--- src/rtl/dist_pkg.sv ---
package dist_pkg;

   localparam logic [15:0] OFF_CTRL  = 16'h0000;
   localparam logic [15:0] OFF_TYPE  = 16'h0004;
   localparam logic [15:0] OFF_IDENT = 16'hFFE8;
   localparam logic [8:0]  SETEN_HI  = 9'h002;   // 0x0100 >> 7
   localparam logic [8:0]  CLREN_HI  = 9'h003;   // 0x0180 >> 7
   localparam logic [2:0]  ROUTE_HI  = 3'b011;   // 0x6000 >> 13
   localparam int          FIRST_ID  = 32;
   localparam int          ID_W      = 10;
   localparam logic [3:0]  ARCH_REV  = 4'h3;

   typedef struct packed {
      logic       any;
      logic [7:0] a3;
      logic [7:0] a2;
      logic [7:0] a1;
      logic [7:0] a0;
   } route_t;

   function automatic route_t route_unpack(input logic [63:0] d);
      route_t r;
      r.any = d[31];
      r.a3  = d[39:32];
      r.a2  = d[23:16];
      r.a1  = d[15:8];
      r.a0  = d[7:0];
      return r;
   endfunction

   function automatic logic [63:0] route_pack(input route_t r);
      return {24'h0, r.a3, r.any, 7'h0, r.a2, r.a1, r.a0};
   endfunction

endpackage

--- src/rtl/dist_wpend.sv ---
module dist_wpend #(
   parameter int CYCLES = 4
) (
   input  logic clk,
   input  logic rst_n,
   input  logic kick,
   output logic busy
);
   localparam int CW = $clog2(CYCLES + 1);

   logic [CW-1:0] cnt_q;

   initial begin
      assert (CYCLES >= 1) else $fatal(1, "dist_wpend: CYCLES must be at least 1");
   end

   always_ff @(posedge clk or negedge rst_n) begin
      if (!rst_n)             cnt_q <= '0;
      else if (kick)          cnt_q <= CW'(CYCLES);
      else if (cnt_q != '0)   cnt_q <= cnt_q - 1'b1;
   end

   assign busy = (cnt_q != '0);

   assert_pend_start_R2: assert property (@(posedge clk) disable iff (!rst_n)
      kick |=> busy);
   assert_pend_fall_R2: assert property (@(posedge clk) disable iff (!rst_n)
      $fell(busy) |-> !$past(kick));

endmodule

--- src/rtl/dist_enables.sv ---
module dist_enables #(
   parameter int NUM = 64
) (
   input  logic           clk,
   input  logic           rst_n,
   input  logic           set_we,
   input  logic           clr_we,
   input  logic [4:0]     wr_word,
   input  logic [31:0]    wr_bits,
   input  logic [4:0]     rd_word,
   output logic [31:0]    rd_bits,
   output logic [NUM-1:0] en
);
   for (genvar i = 0; i < NUM; i++) begin : g_line
      localparam int W = (i + dist_pkg::FIRST_ID) / 32;
      localparam int B = (i + dist_pkg::FIRST_ID) % 32;
      logic hit_set, hit_clr;
      assign hit_set = set_we && (wr_word == 5'(W)) && wr_bits[B];
      assign hit_clr = clr_we && (wr_word == 5'(W)) && wr_bits[B];

      always_ff @(posedge clk or negedge rst_n) begin
         if (!rst_n)       en[i] <= 1'b0;
         else if (hit_set) en[i] <= 1'b1;
         else if (hit_clr) en[i] <= 1'b0;
      end

      assert_set_bit_R3: assert property (@(posedge clk) disable iff (!rst_n)
         (set_we && wr_word == 5'(W) && wr_bits[B]) |=> en[i]);
      assert_clr_bit_R4: assert property (@(posedge clk) disable iff (!rst_n)
         (clr_we && !set_we && wr_word == 5'(W) && wr_bits[B]) |=> !en[i]);
      assert_zero_keeps_R3: assert property (@(posedge clk) disable iff (!rst_n)
         (!(set_we || clr_we) || wr_word != 5'(W) || !wr_bits[B]) |=> $stable(en[i]));
   end

   always_comb begin
      rd_bits = '0;
      for (int b = 0; b < 32; b++) begin
         int idx;
         idx = 32 * int'(rd_word) + b - dist_pkg::FIRST_ID;
         if (rd_word != 5'd0 && idx >= 0 && idx < NUM) rd_bits[b] = en[idx];
      end
   end

endmodule

--- src/rtl/dist_routes.sv ---
module dist_routes #(
   parameter int NUM = 64,
   localparam int IW = $clog2(NUM)
) (
   input  logic             clk,
   input  logic             rst_n,
   input  logic             we,
   input  logic [IW-1:0]    widx,
   input  logic [63:0]      wdata,
   input  logic [IW-1:0]    ridx,
   output dist_pkg::route_t rroute,
   input  logic [IW-1:0]    sidx,
   output dist_pkg::route_t sroute
);
   import dist_pkg::*;

   route_t rt_q [NUM];
   route_t wr_val;

   assign wr_val = route_unpack(wdata);

   always_ff @(posedge clk or negedge rst_n) begin
      if (!rst_n) begin
         for (int i = 0; i < NUM; i++) rt_q[i] <= '0;
      end else if (we) begin
         rt_q[widx] <= wr_val;
      end
   end

   assign rroute = (int'(ridx) < NUM) ? rt_q[ridx] : '0;
   assign sroute = (int'(sidx) < NUM) ? rt_q[sidx] : '0;

   assert_route_store_R5: assert property (@(posedge clk) disable iff (!rst_n)
      we |=> rt_q[$past(widx)] == $past(wr_val));

endmodule

--- src/rtl/dist_pick.sv ---
module dist_pick #(
   parameter int NUM = 64,
   localparam int IW = $clog2(NUM)
) (
   input  logic [NUM-1:0] lines,
   input  logic [NUM-1:0] en,
   input  logic           grp_on,
   output logic           valid,
   output logic [IW-1:0]  idx
);
   always_comb begin
      valid = 1'b0;
      idx   = '0;
      for (int i = 0; i < NUM; i++) begin
         if (lines[i] && en[i] && grp_on) begin
            valid = 1'b1;
            idx   = IW'(i);
         end
      end
   end

endmodule

--- src/rtl/irq_dist_regs.sv ---
module irq_dist_regs #(
   parameter int NUM_SPI     = 64,
   parameter int PEND_CYCLES = 4
) (
   input  logic               clk,
   input  logic               rst_n,
   input  logic               wr_en,
   input  logic [15:0]        wr_addr,
   input  logic [63:0]        wr_data,
   input  logic [15:0]        rd_addr,
   output logic [63:0]        rd_data,
   input  logic [NUM_SPI-1:0] irq_in,
   output logic               fwd_valid,
   output logic [9:0]         fwd_id,
   output logic [31:0]        fwd_aff,
   output logic               fwd_any
);
   import dist_pkg::*;

   localparam int IW        = $clog2(NUM_SPI);
   localparam int LAST_WORD = (NUM_SPI + FIRST_ID - 1) / 32;
   localparam int TYPE_N    = LAST_WORD;
   localparam int END_ID    = FIRST_ID + NUM_SPI;

   initial begin
      assert (NUM_SPI >= 2 && NUM_SPI <= 1020 - FIRST_ID)
         else $fatal(1, "irq_dist_regs: NUM_SPI out of range");
   end

   // write decode
   logic           ctrl_we, set_we, clr_we, route_we, kick, wword_ok, wid_ok;
   logic [4:0]     wword;
   logic [ID_W-1:0] wid, wid_rel;

   assign wword    = wr_addr[6:2];
   assign wword_ok = (wword != 5'd0) && (wword <= 5'(LAST_WORD));
   assign wid      = wr_addr[12:3];
   assign wid_ok   = (wid >= ID_W'(FIRST_ID)) && (wid < ID_W'(END_ID));
   assign wid_rel  = wid - ID_W'(FIRST_ID);

   assign ctrl_we  = wr_en && (wr_addr == OFF_CTRL);
   assign set_we   = wr_en && (wr_addr[15:7] == SETEN_HI) && (wr_addr[1:0] == 2'b00) && wword_ok;
   assign clr_we   = wr_en && (wr_addr[15:7] == CLREN_HI) && (wr_addr[1:0] == 2'b00) && wword_ok;
   assign route_we = wr_en && (wr_addr[15:13] == ROUTE_HI) && (wr_addr[2:0] == 3'b000) && wid_ok;
   assign kick     = ctrl_we || set_we || clr_we || route_we;

   // control register
   logic g1_q, g1a_q, are_q, busy;

   always_ff @(posedge clk or negedge rst_n) begin
      if (!rst_n) begin
         g1_q  <= 1'b0;
         g1a_q <= 1'b0;
         are_q <= 1'b0;
      end else if (ctrl_we) begin
         g1_q  <= wr_data[0];
         g1a_q <= wr_data[1];
         are_q <= wr_data[4];
      end
   end

   dist_wpend #(.CYCLES(PEND_CYCLES)) i_wpend (
      .clk  (clk),
      .rst_n(rst_n),
      .kick (kick),
      .busy (busy)
   );

   // enables
   logic [NUM_SPI-1:0] en;
   logic [31:0]        en_rd;

   dist_enables #(.NUM(NUM_SPI)) i_en (
      .clk    (clk),
      .rst_n  (rst_n),
      .set_we (set_we),
      .clr_we (clr_we),
      .wr_word(wword),
      .wr_bits(wr_data[31:0]),
      .rd_word(rd_addr[6:2]),
      .rd_bits(en_rd),
      .en     (en)
   );

   // routes and selection
   logic [ID_W-1:0] rid, rid_rel;
   logic            rid_ok;
   logic            pick_valid;
   logic [IW-1:0]   pick_idx;
   route_t          rd_route, sel_route;

   assign rid     = rd_addr[12:3];
   assign rid_ok  = (rid >= ID_W'(FIRST_ID)) && (rid < ID_W'(END_ID));
   assign rid_rel = rid - ID_W'(FIRST_ID);

   dist_routes #(.NUM(NUM_SPI)) i_rt (
      .clk   (clk),
      .rst_n (rst_n),
      .we    (route_we),
      .widx  (wid_rel[IW-1:0]),
      .wdata (wr_data),
      .ridx  (rid_rel[IW-1:0]),
      .rroute(rd_route),
      .sidx  (pick_idx),
      .sroute(sel_route)
   );

   dist_pick #(.NUM(NUM_SPI)) i_pick (
      .lines (irq_in),
      .en    (en),
      .grp_on(g1_q),
      .valid (pick_valid),
      .idx   (pick_idx)
   );

   assign fwd_valid = pick_valid;
   assign fwd_id    = pick_valid ? (ID_W'(FIRST_ID) + ID_W'(pick_idx)) : '0;
   assign fwd_aff   = pick_valid ? {sel_route.a3, sel_route.a2, sel_route.a1, sel_route.a0} : '0;
   assign fwd_any   = pick_valid && sel_route.any;

   // read mux
   always_comb begin
      rd_data = '0;
      if (rd_addr == OFF_CTRL)
         rd_data = {32'h0, busy, 26'h0, are_q, 2'b00, g1a_q, g1_q};
      else if (rd_addr == OFF_TYPE)
         rd_data = {59'h0, 5'(TYPE_N)};
      else if (rd_addr == OFF_IDENT)
         rd_data = {56'h0, ARCH_REV, 4'h0};
      else if ((rd_addr[15:7] == SETEN_HI || rd_addr[15:7] == CLREN_HI) && rd_addr[1:0] == 2'b00)
         rd_data = {32'h0, en_rd};
      else if (rd_addr[15:13] == ROUTE_HI && rd_addr[2:0] == 3'b000 && rid_ok)
         rd_data = route_pack(rd_route);
   end

   assert_grp_off_R9: assert property (@(posedge clk) disable iff (!rst_n)
      !g1_q |-> !fwd_valid);
   assert_fwd_live_R8: assert property (@(posedge clk) disable iff (!rst_n)
      fwd_valid |-> (irq_in[pick_idx] && en[pick_idx]));
   assert_fwd_range_R8: assert property (@(posedge clk) disable iff (!rst_n)
      fwd_valid |-> (fwd_id >= ID_W'(FIRST_ID) && fwd_id < ID_W'(END_ID)));
   assert_quiet_write_R6: assert property (@(posedge clk) disable iff (!rst_n)
      (wr_en && !kick && !busy) |=> !busy);
   assert_ctrl_hold_R1: assert property (@(posedge clk) disable iff (!rst_n)
      !ctrl_we |=> $stable({g1_q, g1a_q, are_q}));

endmodule

--- config.mk ---
export PLATFORM = sky130hd
export DESIGN_NAME = irq_dist_regs
export DESIGN_NICKNAME = d
export VERILOG_FILES = /design/src/rtl/dist_pkg.sv /design/src/rtl/dist_wpend.sv /design/src/rtl/dist_enables.sv /design/src/rtl/dist_routes.sv /design/src/rtl/dist_pick.sv /design/src/rtl/irq_dist_regs.sv
export SDC_FILE = /design/constraint.sdc
export NUM_CORES = 2
export LEC_CHECK = 0
export BUFFER_PORTS_ARGS = -buffer_cell sky130_fd_sc_hd__buf_4
export CAP_MARGIN = 20
export CORE_MARGIN = 2
export CORE_UTILIZATION = 55
export DETAILED_ROUTE_END_ITERATION = 12
export PLACE_DENSITY = 0.7
export SLEW_MARGIN = 20
export SYNTH_ARGS = -nofsm -noshare
export SYNTH_HDL_FRONTEND = slang
export SYNTH_SLANG_ARGS = --single-unit
--- constraint.sdc ---
create_clock -name clk -period 8.55 [get_ports clk]
set_input_delay 1.71 -clock clk [delete_from_list [all_inputs] [get_ports clk]]
set_output_delay 1.71 -clock clk [all_outputs]
set_load 0.02 [all_outputs]
==> flow_metrics.tcl <==
set metrics [dict create \
    post-route-drc-count 0 \
    cpMostUsedCell "buf_4" \
    cts_buffers 230 \
    place_congestion 0.9496 \
    cts_resized 0 \
    grt.overflow.total 0 \
    outcome "finished clean" \
    end_kind "output pin" \
    setup_viol 0 \
    crit_chain "buf_4, and2_1, nor3b_1, o22ai_2, o31ai_1, nor2_2, a31oi_4, inv_8, buf_12, buf_4, nand2_1, a221oi_1, o311ai_0, nand4_1, buf_4, buf_4" \
    synthFlopType "dfrtp_1" \
    synthTopCellsByArea "dfrtp_1, mux2_2, mux4_2, mux2i_1, nand2_1" \
    dp_hpwl_um 274300 \
    tritoncts "done" \
    synth_edf_count 0 \
    avgSynthCellArea_um2 12.00 \
    start_util 0.5531 \
    grt_max_degree 177 \
    drtPass1Iterations 9 \
    final.min_clock_period_ns 8.103 \
    drive_gt1_frac 0.3754 \
    grt_pass1_wl_um 661800 \
    reg2reg_depth 5 \
    globalRouteTotalUtil 0.4170 \
    irDropWorstVdd_uv 240.8 \
    crit_type "primary input to output pin" \
    yosys.cell_count.top_type "dfrtp_1" \
    rsz0062_at_grt "false" \
    worstMarginPinSlew_ns 1.379 \
    utilization 0.6142 \
    fin_tns_setup_ns 0 \
    seq_area_frac_synth 0.4604 \
    async_flop_share 1.000 \
    htree_num_levels 4 \
    ant_nets 0 \
    cts_max_path_buffers 3 \
    synthCells 9879 \
    syn_area_um2 118600 \
    crit_arrival_ns 6.39 \
    synth_seq_cells 2182 \
    die_area_um2 219400 \
    yosysTopAreaCell "dfrtp_1" \
    dp.cells 12246 \
    p_per_area_nw_per_um2 164.7 \
    clock_latency_ns 0.90 \
    first_iter_violations 12705 \
    cts_root_buf "clkbuf_16" \
    required_ns 6.84 \
    slowest_delay_ns 0.92 \
    core_um2 214400 \
    fin_crit_sh 0.9477 \
    wl_per_cell_um 36.36 \
    hold_viol 0 \
    routed_wl_um 461900 \
    synth.distinct_cells 87 \
    cap_violations 0 \
    die_h_um 468.4 \
    max_freq_mhz 123.4 \
    yosysWarnings 0 \
    ios 271 \
    hp-class "register to register" \
    vias 93931 \
    nNetsFinal 9814 \
    layoutNonFillerInstCount 12704 \
    area_growth_syn_to_layout_pct 11.04 \
    die_x_um 468.4 \
    grt_pass1_vias 93378 \
    critPathMaxFanout 21 \
    path_clk_slew_ns 0.06 \
    cts_hold_buf 0 \
    slowest_stage "o311ai_0" \
    p_leak_nw 59.98 \
    cts_num_sinks 2182 \
    max_slew_margin 0.07361 \
    fin_skew_ns 0.006819 \
    rows 170 \
    critPathLaunchType "primary input" \
    place_ws_ns 0.6053 \
    ys_top_cells_by_count "dfrtp_1, mux2_2, nand2_1" \
    min_path_cells 2 \
    synth.top_cell.area_share 0.4604 \
    antenna_found_initial 43 \
    setup_ws_ns 0.4473 \
    port-buffer-count 219 \
    vias_per_cell 7.394 \
    cts_setup_buffers 0 \
    drv_slew 0 \
]
[state kept, by name (all words and copies together) (netlist names)]
signal / cells
i_rt.rt_q: 2112
i_en.en: 64
i_wpend.cnt_q: 3
are_q: 1
g1_q: 1
g1a_q: 1
[critical path: cells and delay by family]
family | cells | cell delay (ns)
AOI/OAI and AO/OA | 5 | 2.31
buffers and inverters | 6 | 1.25
and+or+nand+nor | 5 | 1.06
[power breakdown]
part	switching (mW)	internal, mW
logic	0.858	0.288
clock network	4.42	5.78
registers	0.00754	10.3
[layer usage]
metal  vias up  part of all wire  GRT usage
li1      36691                 -          -
met4        28             0.088     0.3040
met2      7453              0.41     0.5835
met5         -           0.00048          0
met1     47676              0.35     0.5311
met3      2083              0.15     0.1539
[kinds of logic (layout without fill, tap and decap cells)]
kind of cell               Yosys count  after routing  share of synthesized area
adders and majority gates            7              7                  0.0007385
and+or+nand+nor                   1499           1499                    0.05195
AOI/OAI and AO/OA                 1977           1977                     0.1151
xor gates and xnor gates             5              5                  0.0003693
buffers and inverters             1096           1022                    0.03792
muxes                             3112           3112                     0.3334
DFF                               2182           2182                     0.4604
other                                1             62                 0.00003162
[path summary, 6_finish.rpt]
check	start	endpoint	slack (ns)
setup / recovery	irq_in[59]	fwd_aff[0]	0.45
min in group asynchronous	rst_n	i_rt.rt_q[2054]	0.73
setup reg to reg	i_wpend.cnt_q[0]	i_wpend.cnt_q[1]	7.02
hold reg to reg	i_en.en[59]	i_en.en[59]	0.51
max in group asynchronous	rst_n	i_rt.rt_q[1642]	5.63
hold / removal	i_en.en[59]	i_en.en[59]	0.51
[through the flow]
stage	hold slack, ns	cell area [um^2]	power, mW
detailed placement	0.4935	123900	11.66
global placement	0.4862	123800	11.64
CTS	0.5082	131500	21.70
finish	0.5057	131700	21.69
floorplan	0.4599	118700	11.06
global route	0.5350	131600	22.21
[layout by cell type (no fill, tap or decap), drive strengths merged, types with 77 or more instances in the layout]
| cell | Yosys | layout |
|---|---|---|
| a21oi | 634 | 634 |
| a221oi | 156 | 156 |
| a22oi | 77 | 77 |
| a2bb2oi | 85 | 85 |
| a31oi | 120 | 120 |
| buf | 411 | 588 |
| clkbuf | 671 | 360 |
| dfrtp | 2182 | 2182 |
| mux2 | 2177 | 2177 |
| mux2i | 482 | 482 |
| mux4 | 453 | 453 |
| nand2 | 1066 | 1066 |
| nor2 | 211 | 211 |
| o211ai | 84 | 84 |
| o21ai | 189 | 189 |
| o221ai | 80 | 80 |
[final cells by class]
| cell class | count | area (um^2) |
|---|---|---|
| antenna | 35 | 87.58 |
| tap | 2838 | 3551 |
| clock inverter | 60 | 668.1 |
| sequential | 2182 | 54600 |
| clock buffer | 359 | 6925 |
| multi-input combinational | 6627 | 60100 |
| timing repair buffer | 589 | 5673 |
| fill | 16466 | 82720 |
| inverter | 14 | 82.58 |
Power figures use the tool's default switching activity.
